`config.mk`:
```
export PLATFORM = sky130hd
export DESIGN_NAME = simd_padlane_adder
export DESIGN_NICKNAME = d
export VERILOG_FILES = /design/src/rtl/simd_pad_pkg.sv /design/src/rtl/simd_mode_decode.sv /design/src/rtl/simd_break_select.sv /design/src/rtl/simd_seg_adder.sv /design/src/rtl/simd_padlane_adder.sv
export SDC_FILE = /design/constraint.sdc
export NUM_CORES = 1
export LEC_CHECK = 0
export BUFFER_PORTS_ARGS = -buffer_cell sky130_fd_sc_hd__buf_4
export CAP_MARGIN = 0
export CORE_MARGIN = 8
export CORE_UTILIZATION = 41
export DETAILED_ROUTE_END_ITERATION = 12
export GPL_TIMING_DRIVEN = 0
export PLACE_DENSITY_LB_ADDON = 0.3
export SLEW_MARGIN = 15
export SYNTH_ARGS = -nofsm -noshare
export SYNTH_HDL_FRONTEND = slang
export SYNTH_HIERARCHICAL = 1
export SYNTH_SLANG_ARGS = --single-unit
```
`constraint.sdc`:
```
create_clock -name vclk -period 8.6
set_clock_uncertainty 0.1 [all_clocks]
set_input_delay 0.86 -clock vclk [all_inputs]
set_output_delay 0.86 -clock vclk [all_outputs]
set_load 0.005 [all_outputs]
```
`src/rtl/simd_pad_pkg.sv`:
```
package simd_pad_pkg;

  localparam int WORD_W      = 32;
  localparam int LANES_MAX   = 4;
  localparam int MODES       = 3;
  localparam int WIDE_LANE_W = 11;
  localparam int SMALL_LANE_W = 5;

  typedef enum logic [1:0] {
    EW_WIDE    = 2'd0,
    EW_HALF    = 2'd1,
    EW_QUARTER = 2'd2,
    EW_ALIAS   = 2'd3
  } ew_sel_e;

  function automatic int lanes_of(input int m);
    return 1 << m;
  endfunction

  function automatic int slot_of(input int m);
    return WORD_W / lanes_of(m);
  endfunction

  function automatic int lane_w_of(input int m);
    return (m == MODES - 1) ? SMALL_LANE_W : WIDE_LANE_W;
  endfunction

  function automatic int lane_msb(input int m, input int l);
    return l * slot_of(m) + lane_w_of(m) - 1;
  endfunction

  function automatic logic [WORD_W-1:0] active_mask(input int m);
    logic [WORD_W-1:0] r;
    r = '0;
    for (int l = 0; l < lanes_of(m); l++)
      for (int k = 0; k < lane_w_of(m); k++)
        r[l * slot_of(m) + k] = 1'b1;
    return r;
  endfunction

  function automatic logic [WORD_W-1:0] start_mask(input int m);
    logic [WORD_W-1:0] r;
    r = '0;
    for (int l = 0; l < lanes_of(m); l++)
      r[l * slot_of(m)] = 1'b1;
    return r;
  endfunction

  function automatic logic [WORD_W-1:0] used_mask();
    logic [WORD_W-1:0] r;
    r = '0;
    for (int m = 0; m < MODES; m++)
      r = r | active_mask(m);
    return r;
  endfunction

endpackage

```
`src/rtl/simd_mode_decode.sv`:
```
module simd_mode_decode
  import simd_pad_pkg::*;
(
  input  logic [1:0]       ew_sel,
  output logic [MODES-1:0] mode_oh
);
  ew_sel_e sel_e;

  always_comb begin
    sel_e   = ew_sel_e'(ew_sel);
    mode_oh = '0;
    unique case (sel_e)
      EW_HALF:    mode_oh[1] = 1'b1;
      EW_QUARTER: mode_oh[2] = 1'b1;
      default:    mode_oh[0] = 1'b1;
    endcase
  end
endmodule

```
`src/rtl/simd_break_select.sv`:
```
module simd_break_select
  import simd_pad_pkg::*;
(
  input  logic [MODES-1:0]  mode_oh,
  output logic [WORD_W-1:0] act_mask,
  output logic [WORD_W-1:0] kill_mask
);
  logic [MODES-1:0][WORD_W-1:0] act_terms;
  logic [MODES-1:0][WORD_W-1:0] kill_terms;

  for (genvar m = 0; m < MODES; m++) begin : g_mode
    localparam logic [WORD_W-1:0] ACT  = active_mask(m);
    localparam logic [WORD_W-1:0] KILL = start_mask(m);
    assign act_terms[m]  = mode_oh[m] ? ACT  : '0;
    assign kill_terms[m] = mode_oh[m] ? KILL : '0;
  end

  always_comb begin
    act_mask  = '0;
    kill_mask = '0;
    for (int m = 0; m < MODES; m++) begin
      act_mask  = act_mask  | act_terms[m];
      kill_mask = kill_mask | kill_terms[m];
    end
  end
endmodule

```
`src/rtl/simd_seg_adder.sv`:
```
module simd_seg_adder
  import simd_pad_pkg::*;
(
  input  logic [WORD_W-1:0]    a,
  input  logic [WORD_W-1:0]    b,
  input  logic [WORD_W-1:0]    kill_mask,
  input  logic [MODES-1:0]     mode_oh,
  output logic [WORD_W-1:0]    sum_raw,
  output logic [LANES_MAX-1:0] lane_cy
);
  localparam logic [WORD_W-1:0] USED = used_mask();

  logic [WORD_W-1:0] cy;
  logic [WORD_W-1:0] cin;

  for (genvar i = 0; i < WORD_W; i++) begin : g_bit
    if (USED[i]) begin : g_cell
      if (i == 0) begin : g_lsb
        assign cin[i] = 1'b0;
      end else begin : g_link
        assign cin[i] = kill_mask[i] ? 1'b0 : cy[i-1];
      end
      assign sum_raw[i] = a[i] ^ b[i] ^ cin[i];
      assign cy[i]      = (a[i] & b[i]) | (cin[i] & (a[i] ^ b[i]));
    end else begin : g_blank
      assign cin[i]     = 1'b0;
      assign sum_raw[i] = 1'b0;
      assign cy[i]      = 1'b0;
    end
  end

  logic [LANES_MAX-1:0][MODES-1:0] cy_terms;

  for (genvar l = 0; l < LANES_MAX; l++) begin : g_lane
    for (genvar m = 0; m < MODES; m++) begin : g_md
      if (l < lanes_of(m)) begin : g_on
        assign cy_terms[l][m] = mode_oh[m] & cy[lane_msb(m, l)];
      end else begin : g_off
        assign cy_terms[l][m] = 1'b0;
      end
    end
    assign lane_cy[l] = |cy_terms[l];
  end

  logic unused_seg_bits;
  assign unused_seg_bits = &{1'b0, cy[WORD_W-1], cin, a & ~USED, b & ~USED, kill_mask};
endmodule

```
`src/rtl/simd_padlane_adder.sv`:
```
module simd_padlane_adder
  import simd_pad_pkg::*;
(
  input  logic [31:0] in_a,
  input  logic [31:0] in_b,
  input  logic [1:0]  ew_sel,
  output logic [31:0] sum_out,
  output logic [3:0]  lane_cout
);
  logic [MODES-1:0]  mode_oh;
  logic [WORD_W-1:0] act_mask;
  logic [WORD_W-1:0] kill_mask;
  logic [WORD_W-1:0] sum_raw;

  simd_mode_decode u_dec (
    .ew_sel  (ew_sel),
    .mode_oh (mode_oh)
  );

  simd_break_select u_brk (
    .mode_oh   (mode_oh),
    .act_mask  (act_mask),
    .kill_mask (kill_mask)
  );

  simd_seg_adder u_add (
    .a         (in_a),
    .b         (in_b),
    .kill_mask (kill_mask),
    .mode_oh   (mode_oh),
    .sum_raw   (sum_raw),
    .lane_cy   (lane_cout)
  );

  assign sum_out = sum_raw & act_mask;
endmodule

```
==> results of run 1 <==
-- cell type report --
| class | count | area share (%) |
|---|---|---|
| Buffer | 59 | 18.7 |
| Inverter | 36 | 5.71 |
| Multi-Input combinational cell | 126 | 46.3 |
| Tap cell | 48 | 2.54 |
| Timing Repair Buffer | 84 | 26.7 |
-- cells in the final DEF, fill, tap and decap left out, drive strengths merged, types with 3 or more instances in the layout --
cell,n
buf,143
inv,36
conb,34
and2,34
fa,24
or2,10
nor2b,10
ha,4
nor2,4
nand2b,3
-- critical path, cell delays in order --
cell and delay [ps]:
buf_4 80, ha_1 130, nand2b_1 70, fa_2 360
nor2_4 100, fa_2 190, nand2b_1 70, fa_2 320
or2_1 240, fa_2 340, or2_1 240, fa_2 320
or2_1 230, fa_2 330, or2_1 220, fa_2 330
or2_1 250, fa_2 320, or2_1 230, fa_2 320
or2_1 230, fa_2 340, or2_1 240, fa_2 360
nor2_4 90, fa_1 430, and2_1 170, buf_4 130
-- worst max-delay path by stage --
stage	start	end	depth (start not counted)
after global routing	in_a[0]	sum_out[12]	28
after floorplan	in_a[0]	sum_out[12]	26
final	in_a[0]	sum_out[12]	28
after detailed placement	in_a[0]	sum_out[12]	28
after global placement	in_a[0]	sum_out[12]	28
after CTS	in_a[0]	sum_out[12]	28
-- power by group --
| group | switching (W) | internal, W | total [W] |
|---|---|---|---|
| Clock | 0 | 0 | 0 |
| Sequential | 0 | 0 | 0 |
| Combinational | 0.0000428 | 0.0000768 | 0.000120 |
| Total | 0.0000428 | 0.0000768 | 0.000120 |
-- routing by layer --
metal | routed length [µm] | vias up
met5 | 0 | -
met1 | 1140 | 582
li1 | - | 678
met4 | 0 | 0
met2 | 1930 | 44
met3 | 270 | 0
-- through the flow --
stage	TNS [ps]	hold WS [ps]
3_5_place_dp	-549	2010
2_1_floorplan	0	1830
4_1_cts	0	2010
6_report	0	2010
5_1_grt	-171	2050
3_3_place_gp	-395	2010
-- what timing repair did --
item	in CTS	in global routing
pin swaps	9	0
setup endpoints to repair	3	1
resized for setup	11	4
==> impl_metrics.ini, run 1 <==
[run]
maxCapViolCount = 0

[drt]
drc_errors = 0
wirelength_mm = 3.34
via_per_inst = 3.69
wire_per_inst_um = 9.45
first_pass_iters = 2
ant_nets = 0
vias = 1304
drtIter0Drc = 10

[run_status]
status = completed

[critical_path]
setup.worst_path.class = input port to output pin
crit_path_max_fanout = 2
start_kind = input port
worstPathRequired_ps = 7640
arrival_ps = 7540
worst_setup_path_end_kind = output pin

[cells_and_area]
n_antenna_cell = 0
syn_to_final_growth_pct = 56.5
layout.area.seq_um2 = 0
drive_above_1_share_pct = 51.8
fin_nets = 401
sequential_cell_total = 0
final_area_um2 = 2360
nClkBuffers = 0
fillers = 347
final_util_pct = 65.6
fin_cells = 353
multiInputGateArea_um2 = 1100

[place]
hpwl_mm = 3.17
port_buffers = 84
placed_cells = 353
place.gp.congestion = 0.727
preCtsSetupSlack_ps = -441
placed_area_um2 = 2320

[sta]
max_freq_mhz = 118
period_minus_slack_ps = 8500
slew_violations = 0
hold_viol_final = 0
worst_slack_ps = 100
fin_crit_sh_pct = 98.8
finalSetupViolations = 0
rsz0062_at_grt = yes

[grt]
overflow = 0
grt_pass1_wl_mm = 5.62
busiest_layer = met2
gr-usage-met3_pct = 3.15
antenna_found_initial = 0
grt_pass1_vias = 1347
met1_usage_pct = 10.4
grt_max_degree = 13
use_met2_pct = 23.2
gr-usage-all-layers_pct = 11.0

[synth]
yosysWarnings = 6
netlist_instances = 189
avgSynthCellArea_um2 = 8.00
syn-cell-area_um2 = 1510

[floorplanning]
die_height_um = 76.7
num_rows = 22
dieArea_um2 = 5890
io_pins = 102
fp.dieW_um = 76.7
start_util_pct = 41.9
core_area_um2 = 3610

[pwr]
leakage_nw = 1.38
power_w = 0.000120
ir_drop_mv = 0.0249
power_density_nw_per_um2 = 50.6

[min_path]
hold_depth = 4
hp-start = in_b[16]
min_to = sum_out[16]
hold_class = input port to output pin

[cts]
postCtsSetupBuffers = 0
ctsHoldBuffers = 0
Power figures use the tool's default switching activity.
==> inputs of run 2 (changes only) <==
--- a/config.mk
+++ b/config.mk
@@ -12,6 +12,7 @@
 export DETAILED_ROUTE_END_ITERATION = 12
 export GPL_TIMING_DRIVEN = 0
 export PLACE_DENSITY_LB_ADDON = 0.3
+export RECOVER_POWER = 25
 export SLEW_MARGIN = 15
 export SYNTH_ARGS = -nofsm -noshare
 export SYNTH_HDL_FRONTEND = slang
==> run 2 against run 1 <==
Net effect:
- non-clock buffer count unchanged
- sequential cell count unchanged
- sequential share of layout area unchanged
- largest power group unchanged
- highest routed layer unchanged
- critical path type unchanged
==> impl_metrics.ini, run 2 (synthesis gave the netlist of run 1 again) <==
[run_status]
status = completed

[grt]
grt_max_degree = 13
gr-usage-all-layers_pct = 11.0
grt_pass1_wl_mm = 5.62
antenna_found_initial = 0
grt_pass1_vias = 1347
overflow = 0

[cells_and_area]
syn_to_final_growth_pct = 56.5
fin_nets = 401
drive_above_1_share_pct = 51.8
layout.area.seq_um2 = 0
nClkBuffers = 0
final_cell_mix = 141 x buf_4, 36 x inv_1, 34 x conb_1
final_common_cell = buf_4
fin_cells = 353
sequential_cell_total = 0
n_antenna_cell = 0

[place]
place.gp.congestion = 0.727
placed_cells = 353
hpwl_mm = 3.17
port_buffers = 84

[critical_path]
critPathTopFamily = adder cells
setup.worst_path.end = sum_out[12]
crit_top_cell = fa_2
cp_slowest_cell = fa_1
critical_path.startpoint = in_a[0]
cp.buffers_inverters = 2
worst_setup_path_end_kind = output pin
crit_cells = 28
crit_path_max_fanout = 2
arrival_ps = 7540
worstPathRequired_ps = 7640
setup.worst_path.class = input port to output pin
start_kind = input port
slowest_delay_ps = 430

[floorplanning]
start_util_pct = 41.9
fp.dieW_um = 76.7
num_rows = 22
io_pins = 102
dieArea_um2 = 5890
core_area_um2 = 3610
die_height_um = 76.7

[pwr]
power_density_nw_per_um2 = 50.5
leakage_nw = 1.37
ir_drop_mv = 0.0249

[sta]
slew_violations = 0
rsz0062_at_grt = yes
hold_slack_ps = 2010
hold_viol_final = 0
finalSetupViolations = 0
fin_crit_sh_pct = 98.8
max_freq_mhz = 118
period_minus_slack_ps = 8500

[drt]
via_per_inst = 3.69
wirelength_mm = 3.33
first_pass_iters = 2
vias = 1304
drtIter0Drc = 9
wire_per_inst_um = 9.44
drc_errors = 0
ant_nets = 0

[run]
maxCapViolCount = 0

[min_path]
hold_depth = 4
hp-start = in_b[16]
hold_class = input port to output pin

[cts]
postCtsSetupBuffers = 0
ctsHoldBuffers = 0
==> run 2: how the worst min path moves through the flow <==
stage	to	slack, ps
floorplan	sum_out[0]	1830
global placement	sum_out[0]	2010
detailed placement	sum_out[16]	2010
CTS	sum_out[16]	2010
global route	sum_out[16]	2060
finish	sum_out[16]	2010
==> run 2: per-layer routing <==
metal	global-route usage [%]	share of wire, %	up-vias	routed length (µm)
met5	0	0	-	0
met4	0.192	0	0	0
met3	3.15	8.1	0	270
met2	23.2	58	44	1930
met1	10.4	34	583	1130
li1	-	-	677	-
==> run 2: timing repair <==
| action | in CTS | in global routing |
|---|---|---|
| setup endpoints to repair | 3 | 1 |
| gates resized for setup | 11 | 4 |
| pin swaps | 9 | 0 |
==> run 2: layout make-up <==
class	count	area [µm²]
fillers	347	1240
multi-input cells	126	1100
repair buffers	84	631
plain buffers	59	443
inverters	36	135
well taps	48	60.1
==> run 2: power by group <==
| part | total [W] | switching [W] | internal [W] |
|---|---|---|---|
| Clock | 0 | 0 | 0 |
| Combinational | 0.000119 | 0.0000428 | 0.0000766 |
| Sequential | 0 | 0 | 0 |
==> run 2: through the flow <==
stage	worst slack (ps)	TNS (ps)	utilization [%]	instance area [µm²]	total power (W)
after floorplan	181	0	-	1630	0.0000638
after global placement	-355	-395	64.4	2320	0.000115
after detailed placement	-441	-549	64.4	2320	0.000119
after CTS	3.11	0	65.2	2350	0.000121
after global routing	-171	-171	65.6	2360	0.000136
final	100	0	65.6	2360	0.000119
